### src/rtl/pcm_pkg.sv
`timescale 1ns/1ps
package pcm_pkg;
  localparam int PIX_W  = 8;
  localparam int COEF_W = 10;
  localparam int FRAC_W = 9;
  localparam int OFFS_W = 8;
  localparam int NCH    = 3;
  localparam int TAG_W  = 2;
  localparam int PROD_W = PIX_W + 1 + COEF_W;
  localparam int SUM_W  = PROD_W + 2;
  localparam int ACC_W  = SUM_W - FRAC_W + 1;

  typedef logic signed [PROD_W-1:0] prod_t;
  typedef logic signed [SUM_W-1:0]  sum_t;
  typedef logic signed [ACC_W-1:0]  acc_t;

  // unsigned pixel times signed weight
  function automatic prod_t mul_px(input logic [PIX_W-1:0] px,
                                   input logic signed [COEF_W-1:0] k);
    logic signed [PIX_W:0] pxs;
    pxs = $signed({1'b0, px});
    return pxs * k;
  endfunction

  // add half LSB, drop fraction, add signed offset
  function automatic acc_t round_offs(input sum_t s,
                                      input logic signed [OFFS_W-1:0] o);
    sum_t r;
    acc_t sh;
    r  = s + sum_t'(1 <<< (FRAC_W-1));
    sh = acc_t'(r >>> FRAC_W);
    return sh + acc_t'(o);
  endfunction

  // limit a signed value into [lo, hi]
  function automatic logic [PIX_W-1:0] limit(input acc_t a, input acc_t lo,
                                             input acc_t hi);
    if (a < lo)      return lo[PIX_W-1:0];
    else if (a > hi) return hi[PIX_W-1:0];
    else             return a[PIX_W-1:0];
  endfunction
endpackage

### src/rtl/pcm_chan.sv
`timescale 1ns/1ps
module pcm_chan
  import pcm_pkg::*;
#(
  parameter int HI_LEGAL = 235,
  parameter int LO_LEGAL = 16
) (
  input  logic                     clk,
  input  logic                     rst_n,
  input  logic [PIX_W-1:0]         px_r,
  input  logic [PIX_W-1:0]         px_g,
  input  logic [PIX_W-1:0]         px_b,
  input  logic signed [COEF_W-1:0] k_r,
  input  logic signed [COEF_W-1:0] k_g,
  input  logic signed [COEF_W-1:0] k_b,
  input  logic signed [OFFS_W-1:0] offs,
  input  logic                     clamp,
  output logic [PIX_W-1:0]         y
);
  localparam acc_t LO_L = acc_t'(LO_LEGAL);
  localparam acc_t HI_L = acc_t'(HI_LEGAL);
  localparam acc_t HI_F = acc_t'((1 << PIX_W) - 1);

  prod_t p_r_q, p_g_q, p_b_q;
  acc_t  acc_q;
  logic [PIX_W-1:0] y_q;

  sum_t sum_w;
  acc_t acc_w, lo_w, hi_w;
  logic over_hi_w, under_lo_w;

  assign sum_w      = sum_t'(p_r_q) + sum_t'(p_g_q) + sum_t'(p_b_q);
  assign acc_w      = round_offs(sum_w, offs);
  assign lo_w       = clamp ? LO_L : '0;
  assign hi_w       = clamp ? HI_L : HI_F;
  assign over_hi_w  = acc_q > hi_w;
  assign under_lo_w = acc_q < lo_w;

  always_ff @(posedge clk or negedge rst_n) begin
    if (!rst_n) begin
      p_r_q <= '0;
      p_g_q <= '0;
      p_b_q <= '0;
      acc_q <= '0;
      y_q   <= '0;
    end else begin
      p_r_q <= mul_px(px_r, k_r);
      p_g_q <= mul_px(px_g, k_g);
      p_b_q <= mul_px(px_b, k_b);
      acc_q <= acc_w;
      y_q   <= limit(acc_q, lo_w, hi_w);
    end
  end

  assign y = y_q;

  AST_LEGAL_HI: assert property (@(posedge clk) disable iff (!rst_n)
    (clamp && over_hi_w) |=> (y_q == HI_L[PIX_W-1:0]));
  AST_LEGAL_LO: assert property (@(posedge clk) disable iff (!rst_n)
    (clamp && under_lo_w) |=> (y_q == LO_L[PIX_W-1:0]));
  AST_SAT_TOP: assert property (@(posedge clk) disable iff (!rst_n)
    (!clamp && over_hi_w) |=> (y_q == HI_F[PIX_W-1:0]));
  AST_SAT_ZERO: assert property (@(posedge clk) disable iff (!rst_n)
    (!clamp && under_lo_w) |=> (y_q == '0));
  AST_IN_RANGE: assert property (@(posedge clk) disable iff (!rst_n)
    (!over_hi_w && !under_lo_w) |=> (y_q == $past(acc_q[PIX_W-1:0])));
endmodule

### src/rtl/pcm_tag_pipe.sv
`timescale 1ns/1ps
module pcm_tag_pipe
  import pcm_pkg::*;
#(
  parameter int DEPTH = 3
) (
  input  logic                   clk,
  input  logic                   rst_n,
  input  logic                   in_valid,
  input  logic [TAG_W-1:0]       in_fifo,
  input  logic                   in_apply,
  input  logic [NCH*PIX_W-1:0]   in_rgb,
  output logic                   out_valid,
  output logic [TAG_W-1:0]       out_fifo,
  output logic                   out_apply,
  output logic [NCH*PIX_W-1:0]   out_rgb
);
  logic                 v_q   [DEPTH];
  logic [TAG_W-1:0]     f_q   [DEPTH];
  logic                 a_q   [DEPTH];
  logic [NCH*PIX_W-1:0] rgb_q [DEPTH];

  for (genvar s = 0; s < DEPTH; s++) begin : g_stage
    logic                 v_d, a_d;
    logic [TAG_W-1:0]     f_d;
    logic [NCH*PIX_W-1:0] rgb_d;
    if (s == 0) begin : g_head
      assign v_d   = in_valid;
      assign f_d   = in_fifo;
      assign a_d   = in_apply;
      assign rgb_d = in_rgb;
    end else begin : g_body
      assign v_d   = v_q[s-1];
      assign f_d   = f_q[s-1];
      assign a_d   = a_q[s-1];
      assign rgb_d = rgb_q[s-1];
    end
    always_ff @(posedge clk or negedge rst_n) begin
      if (!rst_n) begin
        v_q[s]   <= 1'b0;
        f_q[s]   <= '0;
        a_q[s]   <= 1'b0;
        rgb_q[s] <= '0;
      end else begin
        v_q[s]   <= v_d;
        f_q[s]   <= f_d;
        a_q[s]   <= a_d;
        rgb_q[s] <= rgb_d;
      end
    end
  end

  assign out_valid = v_q[DEPTH-1];
  assign out_fifo  = f_q[DEPTH-1];
  assign out_apply = a_q[DEPTH-1];
  assign out_rgb   = rgb_q[DEPTH-1];
endmodule

### src/rtl/pix_color_matrix.sv
`timescale 1ns/1ps
module pix_color_matrix
  import pcm_pkg::*;
(
  input  logic                    clk,
  input  logic                    rst_n,
  input  logic                    in_valid,
  input  logic [TAG_W-1:0]        in_fifo,
  input  logic [NCH*PIX_W-1:0]    in_rgb,
  input  logic [TAG_W-1:0]        cfg_sel,
  input  logic                    cfg_clamp,
  input  logic [NCH*COEF_W-1:0]   cfg_coef_r,
  input  logic [NCH*COEF_W-1:0]   cfg_coef_g,
  input  logic [NCH*COEF_W-1:0]   cfg_coef_b,
  input  logic [NCH*OFFS_W-1:0]   cfg_offs,
  output logic                    out_valid,
  output logic [TAG_W-1:0]        out_fifo,
  output logic [NCH*PIX_W-1:0]    out_rgb
);
  localparam int LAT = 3;

  logic                 hit_w;
  logic                 tag_apply;
  logic [NCH*PIX_W-1:0] tag_rgb;
  logic [NCH*PIX_W-1:0] mat_rgb;

  assign hit_w = (cfg_sel != '0) && ((cfg_sel - TAG_W'(1)) == in_fifo);

  pcm_tag_pipe #(.DEPTH(LAT)) u_tags (
    .clk      (clk),
    .rst_n    (rst_n),
    .in_valid (in_valid),
    .in_fifo  (in_fifo),
    .in_apply (hit_w),
    .in_rgb   (in_rgb),
    .out_valid(out_valid),
    .out_fifo (out_fifo),
    .out_apply(tag_apply),
    .out_rgb  (tag_rgb)
  );

  // channel c: 0 = R, 1 = G, 2 = B; packed MSB first
  for (genvar c = 0; c < NCH; c++) begin : g_ch
    localparam int FLD = NCH - 1 - c;
    logic [PIX_W-1:0] y_c;
    pcm_chan #(
      .HI_LEGAL(c == 0 ? 235 : 240),
      .LO_LEGAL(16)
    ) u_ch (
      .clk  (clk),
      .rst_n(rst_n),
      .px_r (in_rgb[2*PIX_W +: PIX_W]),
      .px_g (in_rgb[PIX_W +: PIX_W]),
      .px_b (in_rgb[0 +: PIX_W]),
      .k_r  ($signed(cfg_coef_r[FLD*COEF_W +: COEF_W])),
      .k_g  ($signed(cfg_coef_g[FLD*COEF_W +: COEF_W])),
      .k_b  ($signed(cfg_coef_b[FLD*COEF_W +: COEF_W])),
      .offs ($signed(cfg_offs[FLD*OFFS_W +: OFFS_W])),
      .clamp(cfg_clamp),
      .y    (y_c)
    );
    assign mat_rgb[FLD*PIX_W +: PIX_W] = y_c;
  end

  assign out_rgb = tag_apply ? mat_rgb : tag_rgb;

  AST_VALID_LAT: assert property (@(posedge clk) disable iff (!rst_n)
    in_valid |=> ##2 out_valid);
  AST_IDLE_LAT: assert property (@(posedge clk) disable iff (!rst_n)
    !in_valid |=> ##2 !out_valid);
  AST_TAG_KEPT: assert property (@(posedge clk) disable iff (!rst_n)
    in_valid |=> ##2 (out_fifo == $past(in_fifo, 3)));
  AST_PASS_THRU: assert property (@(posedge clk) disable iff (!rst_n)
    (in_valid && !hit_w) |=> ##2 (out_rgb == $past(in_rgb, 3)));
  AST_SEL_OFF: assert property (@(posedge clk) disable iff (!rst_n)
    (in_valid && cfg_sel == '0) |=> ##2 (out_rgb == $past(in_rgb, 3)));
  AST_RESET_QUIET: assert property (@(posedge clk)
    !rst_n |-> (!out_valid && out_rgb == '0));
endmodule

### config.mk
export PLATFORM = sky130hd
export DESIGN_NAME = pix_color_matrix
export DESIGN_NICKNAME = d
export VERILOG_FILES = /design/src/rtl/pcm_pkg.sv /design/src/rtl/pcm_chan.sv /design/src/rtl/pcm_tag_pipe.sv /design/src/rtl/pix_color_matrix.sv
export SDC_FILE = /design/constraint.sdc
export NUM_CORES = 2
export LEC_CHECK = 0
export BUFFER_PORTS_ARGS = -buffer_cell sky130_fd_sc_hd__buf_2
export CORE_AREA = 3 3 325 231
export CTS_CLUSTER_DIAMETER = 60
export CTS_CLUSTER_SIZE = 14
export DETAILED_ROUTE_END_ITERATION = 12
export DIE_AREA = 0 0 328 234
export GPL_ROUTABILITY_DRIVEN = 0
export PLACE_DENSITY = 0.75
export RECOVER_POWER = 25
export SETUP_SLACK_MARGIN = 0.15
export SLEW_MARGIN = 20
export SYNTH_ARGS = -nofsm -noshare
export SYNTH_HDL_FRONTEND = slang
export SYNTH_SLANG_ARGS = --single-unit
### constraint.sdc
create_clock -name clk -period 4.8 [get_ports clk]
set_input_delay 0.96 -clock clk [delete_from_list [all_inputs] [get_ports clk]]
set_output_delay 0.96 -clock clk [all_outputs]
set_load 0.005 [all_outputs]
Yosys cells after proc, flatten, opt, wreduce, memory -nomap -nowiden

Index checks and enable logic that the tools add are counted.

Add/subtract/negate cells: 13
Equal/unequal tests: 1
Muxes and demuxes: 10
Reduce and logical (&&, ||, !) cells: 2
Multipliers: 9
Magnitude comparators: 6

Operators with widths:

| kind                                                               | number |
|---|---|
| 9-bit by 10-bit multiplier with 19-bit output                      | 9 |
| 20-bit by 19-bit adder with 21-bit output                          | 3 |
| 21-bit by 10-bit adder with 21-bit output, second input constant   | 3 |
| 19-bit by 19-bit adder with 20-bit output                          | 3 |
| 8-bit 2-to-1 mux                                                   | 6 |
| 12-bit by 8-bit adder with 13-bit output                           | 3 |
| 13-bit > comparator                                                | 2 |
| 13-bit < comparator                                                | 2 |
| 24-bit 2-to-1 mux                                                  | 1 |
| 13-bit by 9-bit > comparator with 1-bit output                     | 1 |
| 13-bit by 6-bit < comparator with 1-bit output                     | 1 |
| 5-bit 2-to-1 mux                                                   | 2 |
| 4-bit 2-to-1 mux                                                   | 1 |
| 2-bit equality test                                                | 1 |
| 2-bit nonzero test                                                 | 1 |
| 2-bit by 1-bit subtractor with 2-bit output, second input constant | 1 |
| 1-bit logical AND                                                  | 1 |

Input bits: 146
Output and inout port bits: 27
Logic and storage cells: 68
Flip-flop bits (word level): 318

Logic depth before layout (Yosys ltp)

Depth in word-level cells: 4
Depth in mapped cells: 22
Gate-level depth less buffers: 22

Cells and area by module

Synthesis repeated with hierarchy kept, for this count alone.

Cell total of the unflattened synthesis: 4491
Area total of the unflattened synthesis: 42598.4 sq um

By module, submodules not included:

| module                  | area an instance (sq um) | sequential area each (sq um) | cells an instance | times used |
|---|---|---|---|---|
| pcm_chan (g_ch[1].u_ch) | 13454.2                  | 1951.9                       | 1478              | 1 |
| pcm_chan (g_ch[2].u_ch) | 13404.1                  | 1951.9                       | 1468              | 1 |
| pcm_chan (g_ch[0].u_ch) | 13198.9                  | 1951.9                       | 1428              | 1 |
| pcm_tag_pipe            | 2102.0                   | 2102.0                       | 84                | 1 |
| pix_color_matrix        | 439.2                    | 0.0                          | 33                | 1 |

Worst setup path after synthesis

Ideal clock, no wire load.

Kind: input to register
Start point: in in_rgb[0]
End point: reg g_ch[1].u_ch.p_b_q[18]
Library setup time: 0.087 ns
Buffers on the path: 1
Stages: 17
Arrival time: 5.168 ns
Slack: -0.455 ns
Data required time: 4.713 ns
Cells stage by stage: clkbuf_1 -> nand2_1 -> fa_1 -> inv_1 -> fa_1 -> inv_1 -> fa_1 -> fa_1 -> inv_1 -> ha_1 -> o21ai_1 -> a21boi_1 -> o41ai_2 -> o21ai_1 -> or4_1 -> a2111o_1 -> o211ai_1

Cells in the longest elaborated chain, start to end: 1

Ends and longest elaborated chain:

| what                                          | RTL line              | source |
|---|---|---|
| start, declared                               | pix_color_matrix.sv:9 | `input logic [NCH*PIX_W-1:0] in_rgb,` |
| 9-bit by 10-bit multiplier with 19-bit output | pcm_pkg.sv:22         | `return pxs * k;` |
| end signal, assigned                          | pcm_chan.sv:49        | `p_b_q <= mul_px(px_b, k_b);` |
| end, declared                                 | pcm_chan.sv:24        | `prod_t p_r_q, p_g_q, p_b_q;` |

No other way between the ends.

Worst setup path in the final report

Start point: in in_rgb[1]
End point: reg g_ch[2].u_ch.p_b_q[18]

Cells in the longest elaborated chain, start to end: 1

Ends and longest elaborated chain:

| what                                          | RTL line |
|---|---|
| 9-bit by 10-bit multiplier with 19-bit output | pcm_pkg.sv:22 |
| end signal, assigned                          | pcm_chan.sv:49 |
| end, declared                                 | pcm_chan.sv:24 |

No other way between the ends.

==> out/results.ini <==
[run_status]
outcome = finished clean

[cts]
cts.sinks = 318
clkLatencyLatePin_ps = 570
ctsLongestPathBuffers = 3
cts_tree = built
root_buffer = clkbuf_16
clk_pin_slew_ps = 70
cts_made_buffers = 36
cts.htree.levels = 2

[worst_setup_path]
cp-start-kind = input pin
crit_fanout = 7
critical_path_class = in -> reg
reg2reg_setup_slack_ps = 80
timing.rr.start = g_ch[1].u_ch.p_b_q[6]
r2r-end = g_ch[1].u_ch.acc_q[12]
cp_data_arrival_time_ps = 5220
required_ps = 5290
r2r_cells = 22
cp-end-kind = flop

[detailed_routing]
first_pass_iters = 5
drtIter0Drc = 2119
ant_nets = 0
num_vias = 32266
routedWlPerCell_um = 17.0
drc = 0
avgViaCountPerCell = 5.14
wirelength_um = 107000

[cells_and_area]
final_common_cell = inv_1
final_cell_mix = inv_1 (1255), fa_1 (622), buf_4 (563)
nets = 6592
drive_above_1_share_pct = 21.9
areaGrowthSynthToFinish_pct = 22.3

[placement]
dp_hpwl_um = 85600
io_buffers = 172
place_ws_ps = -596

[grt]
antenna_found_initial = 6
first_global_vias = 33412
grt_start_max_net_pins = 103
grt-ovfl-total = 0
grt_pass1_wl_um = 170000
grt_usage_pct = 27.7

[sta]
timing.hold.ws_ps = 336
setup_violations = 0
min_period_ps = 4740
tightest_slew_ps = 693
skew_ps = 29.9
rsz0062_at_grt = true
slew_violations = 0
setup_slack_ps = 63.1
fmax_mhz = 211
slew_headroom_pct = 53.8
finalHoldViolCount = 0
fin_crit_sh_pct = 98.7

[logic_synthesis]
netlist-cell-type-count = 64
synthMuxAreaShare_pct = 0.753
syn_nets = 5866
synthCells = 4568
synth_async_sr_flop_share_pct = 100
synth-simple-area-share_pct = 13.3
syn-cell-area_sq_um = 42500
synth-seq-cells = 318
synth_top_family_by_area = adder cells
ys_warn_count = 0
synth_xor_area_share_pct = 4.30
synth_compound_area_share_pct = 5.43
synth_edf_count = 0
yosys_most_used_dff = dfrtp_1
synthAdderAreaFrac_pct = 45.4
synth_area_per_cell_sq_um = 9.31
yosysSeqAreaShare_pct = 18.7

[worst_hold_path]
min_to = u_tags.g_stage[2].rgb_d[19]
hold_class = reg -> reg
hold_start = u_tags.g_stage[1].rgb_d[19]
min_path_cells = 0

[floorplan]
core_area_sq_um = 71700
fp.dieW_um = 328
rows = 82
die_h_um = 234
ios = 173
die_area_sq_um = 76800
start_util_pct = 59.3

[job]
drv_cap = 0

## repair_timing
item,CTS,global route
setup endpoints to repair,33,53
gates resized for setup,78,253
cloned,0,6
hold buffers,0,0
pin swaps,42,159
setup buffers,13,34
## layout make-up
cell class | count | area [sq um]
diodes | 4 | 10.0
clock buffers | 37 | 905
clock inverters | 18 | 246
fillers | 4924 | 19700
inverters | 1291 | 4850
multi-input cells | 2878 | 31000
flip-flops and latches | 318 | 7960
well taps | 966 | 1210
repair buffers | 769 | 5880
## layer usage
metal	share of wire (%)	wire length (um)	GRT usage [%]
met2	45	48200	43.0
met1	44	47000	40.1
met3	8.0	8500	5.70
met4	2.8	2950	7.26
met5	0.012	13	0
## registers in the layout, indices dropped and copies added, names as in the netlist, 2 cells and up
| register | count |
|---|---|
| u_tags.g_stage.a_d | 2 |
| u_tags.g_stage.v_d | 2 |
| g_ch.u_ch.p_b_q | 57 |
| u_tags.out_fifo | 2 |
| g_ch.u_ch.p_g_q | 57 |
| g_ch.u_ch.p_r_q | 57 |
| u_tags.out_rgb | 24 |
| u_tags.g_stage.rgb_d | 48 |
| u_tags.g_stage.f_d | 4 |
| g_ch.u_ch.y | 24 |
| g_ch.u_ch.acc_q | 39 |
## how the worst max path moves through the flow
stage                                        end  depth (start not counted)  slack (ps)                   from
after floorplan           g_ch[1].u_ch.p_b_q[18]                         17        -290              in_rgb[3]
after global placement    g_ch[2].u_ch.p_b_q[18]                         22        -560              in_rgb[0]
after detailed placement  g_ch[2].u_ch.p_b_q[18]                         22        -600              in_rgb[0]
after CTS                 g_ch[2].u_ch.acc_q[12]                         19          70  g_ch[2].u_ch.p_g_q[3]
after global routing      g_ch[1].u_ch.acc_q[12]                         22        -170  g_ch[1].u_ch.p_b_q[6]
final                     g_ch[2].u_ch.p_b_q[18]                         19          60              in_rgb[1]
## worst max-delay path, stage by stage
cell	delay (ps)
buf_12	110
buf_8	130
buf_6	120
and2_4	150
fa_2	620
inv_2	50
fa_1	490
inv_2	40
fa_1	530
inv_1	60
fa_1	500
inv_2	50
ha_4	150
and3_4	170
a21oi_2	130
o21ai_2	90
or4_4	520
and3_4	200
a211oi_2	130
## cell usage after synthesis (8+ instances only)
master	count	area (sq um)
fa_1	651	13000
xnor2_1	165	1450
o211ai_1	14	105
and3_1	15	93.8
o21a_1	27	203
clkbuf_1	81	304
nand2b_1	12	75.1
a31oi_1	15	93.8
a21oi_1	125	626
a21o_1	36	270
or2_2	8	50.1
xor2_1	44	385
o21bai_1	9	67.6
and2_1	395	2470
dfrtp_1	318	7960
mux2_2	24	270
nand3_1	31	155
inv_1	1290	4840
or3_1	16	100
nor2b_1	33	206
o21ai_0	55	275
nand4_1	9	56.3
a31o_2	8	70.1
nand2_1	406	1520
nor2_1	120	450
ha_1	501	6270
nor3_1	65	325
## per-stage QoR
stage / utilization (%) / instance area [sq um] / std cells / TNS [ps]
3_3_place_gp: 68.5 / 49100 / 6169 / -19420
4_1_cts: 70.6 / 50600 / 6237 / 0
5_1_grt: 72.6 / 52000 / 6280 / -272
2_1_floorplan: - / 43300 / 4568 / -501
3_5_place_dp: 68.5 / 49100 / 6169 / -25510
6_report: 72.6 / 52100 / 6281 / 0
## cells by family (layout without fill, tap and decap cells)
family	Yosys count	in the layout
mux	29	29
buf+inv	1372	2115
xor+xnor	209	209
flops	318	318
fa+ha+maj	1152	1152
simple gates	1132	1132
compound gates	356	356
other cells	0	4
Power is left out: the tool's default activity adds up to more than one toggle a clock period on the data nets, which glitch-free logic cannot reach.
